`config.mk`:
```
export PLATFORM = sky130hd
export DESIGN_NAME = seeprom_port
export DESIGN_NICKNAME = d
export VERILOG_FILES = /design/src/rtl/seep_pkg.sv /design/src/rtl/seep_ctrl_reg.sv /design/src/rtl/seep_arbiter.sv /design/src/rtl/seep_settle_timer.sv /design/src/rtl/seeprom_port.sv
export SDC_FILE = /design/constraint.sdc
export NUM_CORES = 1
export LEC_CHECK = 0
export ABC_AREA = 1
export BUFFER_PORTS_ARGS = -buffer_cell sky130_fd_sc_hd__buf_2
export CAP_MARGIN = 20
export CORE_ASPECT_RATIO = 1.2
export CORE_MARGIN = 5
export CORE_UTILIZATION = 40
export DETAILED_ROUTE_END_ITERATION = 7
export GPL_TIMING_DRIVEN = 0
export PLACE_DENSITY = 0.66
export SLEW_MARGIN = 10
export SYNTH_ARGS = -nofsm -noshare
export SYNTH_HDL_FRONTEND = slang
export SYNTH_SLANG_ARGS = --single-unit
export TNS_END_PERCENT = 50
```
`constraint.sdc`:
```
create_clock -name clk -period 2.95 [get_ports clk]
set_input_delay 0.59 -clock clk [delete_from_list [all_inputs] [get_ports clk]]
set_output_delay 0.59 -clock clk [all_outputs]
set_load 0.05 [all_outputs]
```
`src/rtl/seep_pkg.sv`:
```
// Shared definitions for the serial EEPROM port.
// Assumes an 8-bit control register whose bit positions are fixed
// because host software decodes them.
package seep_pkg;
    localparam int CTL_W    = 8;
    localparam int BIT_XACK = 7;
    localparam int BIT_XREQ = 6;
    localparam int BIT_PREQ = 5;
    localparam int BIT_RDY  = 4;
    localparam int BIT_CS   = 3;
    localparam int BIT_SCK  = 2;
    localparam int BIT_DO   = 1;
    localparam int BIT_DI   = 0;
    localparam int PIN_N    = 3;

    typedef enum logic [1:0] {
        ARB_IDLE = 2'd0,
        ARB_WAIT = 2'd1,
        ARB_OWN  = 2'd2
    } arb_state_t;

    typedef struct packed {
        logic xreq;
        logic preq;
        logic cs;
        logic sck;
        logic dout;
    } ctl_bits_t;
endpackage

```
`src/rtl/seep_ctrl_reg.sv`:
```
// Storage for the writable control bits.
// Assumes single-cycle write strobes. The read-only positions (7, 4, 0)
// are dropped here. It also gives the request value that will hold after
// this edge, so that the arbiter can act in the same cycle as the write.
module seep_ctrl_reg
    import seep_pkg::*;
(
    input  logic             clk,
    input  logic             rst_n,
    input  logic             wr,
    input  logic [CTL_W-1:0] wdata,
    output ctl_bits_t        bits,
    output logic             req_nxt
);
    logic unused_ro_bits;

    // Latch the writable fields on a write strobe.
    always_ff @(posedge clk) begin
        if (!rst_n) begin
            bits <= '0;
        end else if (wr) begin
            bits.xreq <= wdata[BIT_XREQ];
            bits.preq <= wdata[BIT_PREQ];
            bits.cs   <= wdata[BIT_CS];
            bits.sck  <= wdata[BIT_SCK];
            bits.dout <= wdata[BIT_DO];
        end
    end

    // Request level that takes effect at this edge.
    always_comb begin
        req_nxt = wr ? wdata[BIT_PREQ] : bits.preq;
    end

    assign unused_ro_bits = ^{wdata[BIT_XACK], wdata[BIT_RDY], wdata[BIT_DI]};
endmodule

```
`src/rtl/seep_arbiter.sv`:
```
// Arbitration for the shared memory port.
// A pending request waits while the memory port is busy. It takes
// ownership on the first edge at which busy is low. Once owned, busy is
// ignored, and only a dropped request returns the FSM to idle.
module seep_arbiter
    import seep_pkg::*;
(
    input  logic clk,
    input  logic rst_n,
    input  logic req_nxt,
    input  logic mem_busy,
    output logic granted
);
    arb_state_t state_q, state_d;

    // Next-state choice for the ownership FSM.
    always_comb begin
        state_d = state_q;
        if (!req_nxt) begin
            state_d = ARB_IDLE;
        end else begin
            unique case (state_q)
                ARB_OWN:  state_d = ARB_OWN;
                ARB_IDLE,
                ARB_WAIT: state_d = mem_busy ? ARB_WAIT : ARB_OWN;
                default:  state_d = ARB_IDLE;
            endcase
        end
    end

    // State register.
    always_ff @(posedge clk) begin
        if (!rst_n) state_q <= ARB_IDLE;
        else        state_q <= state_d;
    end

    assign granted = (state_q == ARB_OWN);
endmodule

```
`src/rtl/seep_settle_timer.sv`:
```
// Down-counter that times the settle window after an owned write.
// The done flag is high when the count is zero. A load keeps done low
// for exactly CYC edges. Clear forces zero, so a fresh grant is ready at once.
module seep_settle_timer #(
    parameter int unsigned CYC = 200
) (
    input  logic clk,
    input  logic rst_n,
    input  logic clr,
    input  logic load,
    output logic done
);
    localparam int CW = (CYC < 2) ? 1 : $clog2(CYC + 1);
    localparam logic [CW-1:0] LOAD_VAL = CW'(CYC);

    logic [CW-1:0] cnt_q;

    // Count down from the load value, stopping at zero.
    always_ff @(posedge clk) begin
        if (!rst_n || clr) begin
            cnt_q <= '0;
        end else if (load) begin
            cnt_q <= LOAD_VAL;
        end else if (cnt_q != '0) begin
            cnt_q <= cnt_q - 1'b1;
        end
    end

    assign done = (cnt_q == '0);
endmodule

```
`src/rtl/seeprom_port.sv`:
```
// Host-facing serial EEPROM port with memory-port arbitration.
// Assumes the host writes with one-cycle strobes and reads reg_rdata at
// any time. Pins are driven only while the port is owned. The data input
// is sampled once per clock.
module seeprom_port
    import seep_pkg::*;
#(
    parameter int unsigned CLK_PERIOD_NS = 4,
    parameter int unsigned SETTLE_NS     = 800
) (
    input  logic             clk,
    input  logic             rst_n,
    input  logic             reg_wr,
    input  logic [CTL_W-1:0] reg_wdata,
    output logic [CTL_W-1:0] reg_rdata,
    input  logic             mem_busy,
    input  logic             ext_arb_ack,
    output logic             ext_arb_req,
    output logic             eep_grant,
    output logic             ee_cs,
    output logic             ee_sck,
    output logic             ee_mosi,
    input  logic             ee_miso
);
    localparam int unsigned SETTLE_CYC =
        (SETTLE_NS + CLK_PERIOD_NS - 1) / CLK_PERIOD_NS;

    ctl_bits_t        bits;
    logic             req_nxt;
    logic             granted;
    logic             settle_done;
    logic             di_q;
    logic [PIN_N-1:0] pin_src;
    logic [PIN_N-1:0] pin_out;

    seep_ctrl_reg u_reg (
        .clk     (clk),
        .rst_n   (rst_n),
        .wr      (reg_wr),
        .wdata   (reg_wdata),
        .bits    (bits),
        .req_nxt (req_nxt)
    );

    seep_arbiter u_arb (
        .clk      (clk),
        .rst_n    (rst_n),
        .req_nxt  (req_nxt),
        .mem_busy (mem_busy),
        .granted  (granted)
    );

    seep_settle_timer #(.CYC(SETTLE_CYC)) u_tmr (
        .clk   (clk),
        .rst_n (rst_n),
        .clr   (!granted),
        .load  (reg_wr && granted && reg_wdata[BIT_PREQ]),
        .done  (settle_done)
    );

    // Sample the EEPROM data output while the port is owned.
    always_ff @(posedge clk) begin
        if (!rst_n) di_q <= 1'b0;
        else        di_q <= granted & ee_miso;
    end

    // Gate each output pin by ownership.
    assign pin_src = {bits.cs, bits.sck, bits.dout};
    for (genvar i = 0; i < PIN_N; i++) begin : g_pin
        assign pin_out[i] = granted & pin_src[i];
    end

    assign ee_cs       = pin_out[2];
    assign ee_sck      = pin_out[1];
    assign ee_mosi     = pin_out[0];
    assign eep_grant   = granted;
    assign ext_arb_req = bits.xreq;

    // Assemble the read view of the control register.
    always_comb begin
        reg_rdata           = '0;
        reg_rdata[BIT_XACK] = ext_arb_ack;
        reg_rdata[BIT_XREQ] = bits.xreq;
        reg_rdata[BIT_PREQ] = bits.preq;
        reg_rdata[BIT_RDY]  = granted & settle_done;
        reg_rdata[BIT_CS]   = bits.cs;
        reg_rdata[BIT_SCK]  = bits.sck;
        reg_rdata[BIT_DO]   = bits.dout;
        reg_rdata[BIT_DI]   = granted & di_q;
    end
endmodule

```
==> key figures <==
Placed design
  – Final weighted congestion of routability-driven global placement: 0.718
  – Count of input and output buffers: 22
  – Half-perimeter wire length of the detailed placement result: 1.21 mm

Power
  – Power, Total: 402 µW
  – Reported leakage power: 0.000479 µW
  – Cell area power density: 440 nW/µm²
  – Peak supply drop: 0.000167 V
  – Clock Power Share: 27.3%
  – Power share of the combinational group: 16.7%
  – Fraction of power spent switching nets: 28.4%
  – Switching pwr: 114 µW
  – Sequential fraction of design power: 56.0%
  – Power Internal: 288 µW

Timing
  – Minimum clock period after layout: 2100 ps
  – Unrepaired setup endpoints after global routing: false
  – Maximum achievable frequency: 477 MHz
  – Post-route fraction of the period consumed by the critical path: 71.0%
  – TNS Setup: 0 ps
  – Hold Slack: 444 ps
  – Final Skew: 3.98 ps
  – Pin slew with the least headroom to its limit: 251 ps
  – Endpoints failing hold: 0
  – Slew Limit Headroom: 83.4%
  – Final setup viols: 0
  – Final max-slew violation count: 0

Cells and area
  – Most frequent standard cell in the layout excluding fill and tap cells: sky130_fd_sc_hd__buf_2
  – Final Net Count: 143
  – FF+latch area: 320 µm²
  – Layout-stage area growth over the synthesis result: 20.6%
  – Multi-input gate area: 355 µm²
  – Antenna cell count: 0
  – Layout fillers: 192
  – Commonest cells after routing, fill and taps aside: sky130_fd_sc_hd__buf_2, sky130_fd_sc_hd__nor2_1, sky130_fd_sc_hd__inv_1, sky130_fd_sc_hd__dfxtp_1, sky130_fd_sc_hd__nand2_1
  – Core utilization of the finished layout: 50.0%
  – Ratio of cells with drive above 1 in the final layout: 31.2%

Die
  – Die Area: 2870 µm²
  – Initial cell density of the core: 41.5%
  – Horiz. Die Dim: 49.7 µm
  – Chip Height: 57.7 µm
  – FP Rows: 17
  – Number of top-level design ports: 27
  – Area of the core: 1830 µm²

Clocking
  – Clock net sink count: 16
  – Inserted Clock Buffers: 3
  – Clock slew at the register clock pins of the worst setup and hold paths: 90 ps
  – Number of hold buffers added after cts: 0
  – Skew-Pair Late Insertion Delay: 280 ps
  – Post-CTS sizing: 0
  – Number of buffers between clock root and the deepest sink: 2
  – Post-CTS Setup Bufs: 0
  – Root buf cell: sky130_fd_sc_hd__clkbuf_4
  – Number of levels in the clock H-tree: 1
  – TritonCTS clock tree: done

Run status
  – Result of the run: finished clean

Drt
  – DR DRC count: 0
  – Total via count in the routed design: 685
  – Post-Route WL: 1.46 mm
  – Vias per inst: 4.76
  – Number of detailed-routing iterations run before antenna repair: 4
  – Routed wire length per instance: 10.1 µm
  – DRC violation total after the first TritonRoute iteration: 9
  – Antenna Nets Post-Route: 0

Worst setup path
  – Buffers & Inverters on Critical Path: 2
  – Crit-path max FO: 8
  – Crit path cell chain: inv_1 -> ha_1 -> nand4_2 -> nor2_1 -> buf_2
  – Data arrival time at the worst-slack endpoint: 1510 ps
  – Worst path required time: 2360 ps
  – Kind of launch point of the worst setup path: register
  – Max stage delay on crit path: 340 ps
  – Critical path's top delay family: buffers and inverters
  – Critical path capture point type: primary output
  – Critical path type: register to primary output
  – Crit-path slowest cell: sky130_fd_sc_hd__dfxtp_1

Yosys
  – Count of flip-flops with a built-in enable after synthesis: 0
  – Post-Syn Instances: 100
  – Leading register cell type out of synthesis: sky130_fd_sc_hd__dfxtp_1
  – Count of distinct cell types in the synthesized netlist: 23
  – Post-Synthesis Cell Area: 758 µm²
  – Number of storage elements in the synthesis netlist: 16
  – Async S/R FF share, synth: 0%
  – Number of warning messages in the yosys log: 0
  – Synth Net Count: 116
  – Post-synthesis sequential area ratio: 42.2%
  – Avg Cell Area, Syn: 7.58 µm²

Global route
  – Largest net degree at the start of global routing: 9
  – Remaining global-route overflow: 0
  – Global-route met3 utilization: 5.14%
  – Wire length of the first global-routing pass: 2.57 mm
  – Global router's overall resource usage: 11.6%
  – Met2 track demand over resource in global routing: 18.2%
  – Vias in the first global route: 627
  – Antenna violations before repair: 0
  – Layer carrying the most global-route usage: met2
  – Routing usage on met1: 12.3%

Hold path
  – Type of the worst min-delay path: register to register

Flow run
  – Max Cap Viol: 0
## flip-flops by register name, summed over array words and instances (netlist names)
signal / flops
u_tmr.cnt_q: 8
di_q: 1
u_arb.state_q: 2
u_reg.bits: 5
## layer usage
metal / up-vias / part of all wire, %
li1: 366 / -
met1: 290 / 40
met2: 25 / 48
met3: 4 / 10
met4: 0 / 2.4
met5: - / 0
## final cells by class
type	count	share of cell area (%)
plain buffers	2	1.64
clock buffers	3	2.46
inverters	18	7.39
multi-input cells	64	38.9
flip-flops and latches	16	35.0
well taps	19	2.60
repair buffers	22	12.0
## worst reg2reg max path, delay by kind of cell (launching register included)
kind	cells	cell delay [ps]
adder cells (fa/ha/maj)	1	220
AND/OR/NAND/NOR	1	100
flip-flops	1	370
AO/OA/AOI/OAI	2	410
buffers and inverters	1	70
## cells in the mapped netlist, types with 2 or more instances
cell type	n	share of area [%]
sky130_fd_sc_hd__o21ai_1	2	1.3
sky130_fd_sc_hd__nand2_1	11	5.4
sky130_fd_sc_hd__a21oi_1	9	5.9
sky130_fd_sc_hd__a21oi_2	2	2.3
sky130_fd_sc_hd__o21ai_0	5	3.3
sky130_fd_sc_hd__dfxtp_1	16	42
sky130_fd_sc_hd__inv_1	16	7.9
sky130_fd_sc_hd__nand3_1	3	2.0
sky130_fd_sc_hd__nor2_4	2	3.0
sky130_fd_sc_hd__ha_1	2	3.3
sky130_fd_sc_hd__nor2_1	18	8.9
sky130_fd_sc_hd__inv_2	2	0.99
sky130_fd_sc_hd__buf_4	2	2.0
## metrics by stage
step	area, µm²	instances	setup WS [ps]
6_report	915	144	855
5_1_grt	915	144	686
2_1_floorplan	758	100	828
4_1_cts	915	144	826
3_3_place_gp	892	141	1150
3_5_place_dp	892	141	1140
## cells by family (layout without fill, tap and decap cells)
| logic type | count (synthesis) | in the layout | synth area share [%] |
|---|---|---|---|
| and+or+nand+nor | 40 | 40 | 25.6 |
| AOI/OAI and AO/OA | 21 | 21 | 16.8 |
| buffers and inverters | 20 | 45 | 10.9 |
| DFF | 16 | 16 | 42.2 |
| adders and majority gates | 2 | 2 | 3.30 |
| xor gates and xnor gates | 1 | 1 | 1.16 |
## path summary, 6_finish.rpt
kind                      end  depth (start not counted)              from  slack [ps]
max              reg_rdata[4]                          5    u_tmr.cnt_q[0]         850
min          u_arb.state_q[0]                          1  u_arb.state_q[1]         440
max reg2reg    u_tmr.cnt_q[6]                          5    u_tmr.cnt_q[0]        1710
min reg2reg  u_arb.state_q[0]                          1  u_arb.state_q[1]         440
## power groups by stage
stage	clock [µW]	sequential (µW)	combinational, µW
after floorplan	0	246	32.9
after global placement	0	230	67.4
after detailed placement	0	231	67.9
after CTS	115	226	68.0
after global routing	130	227	72.4
final	110	225	67.3
Note: power is estimated with default switching activity, not from simulation.
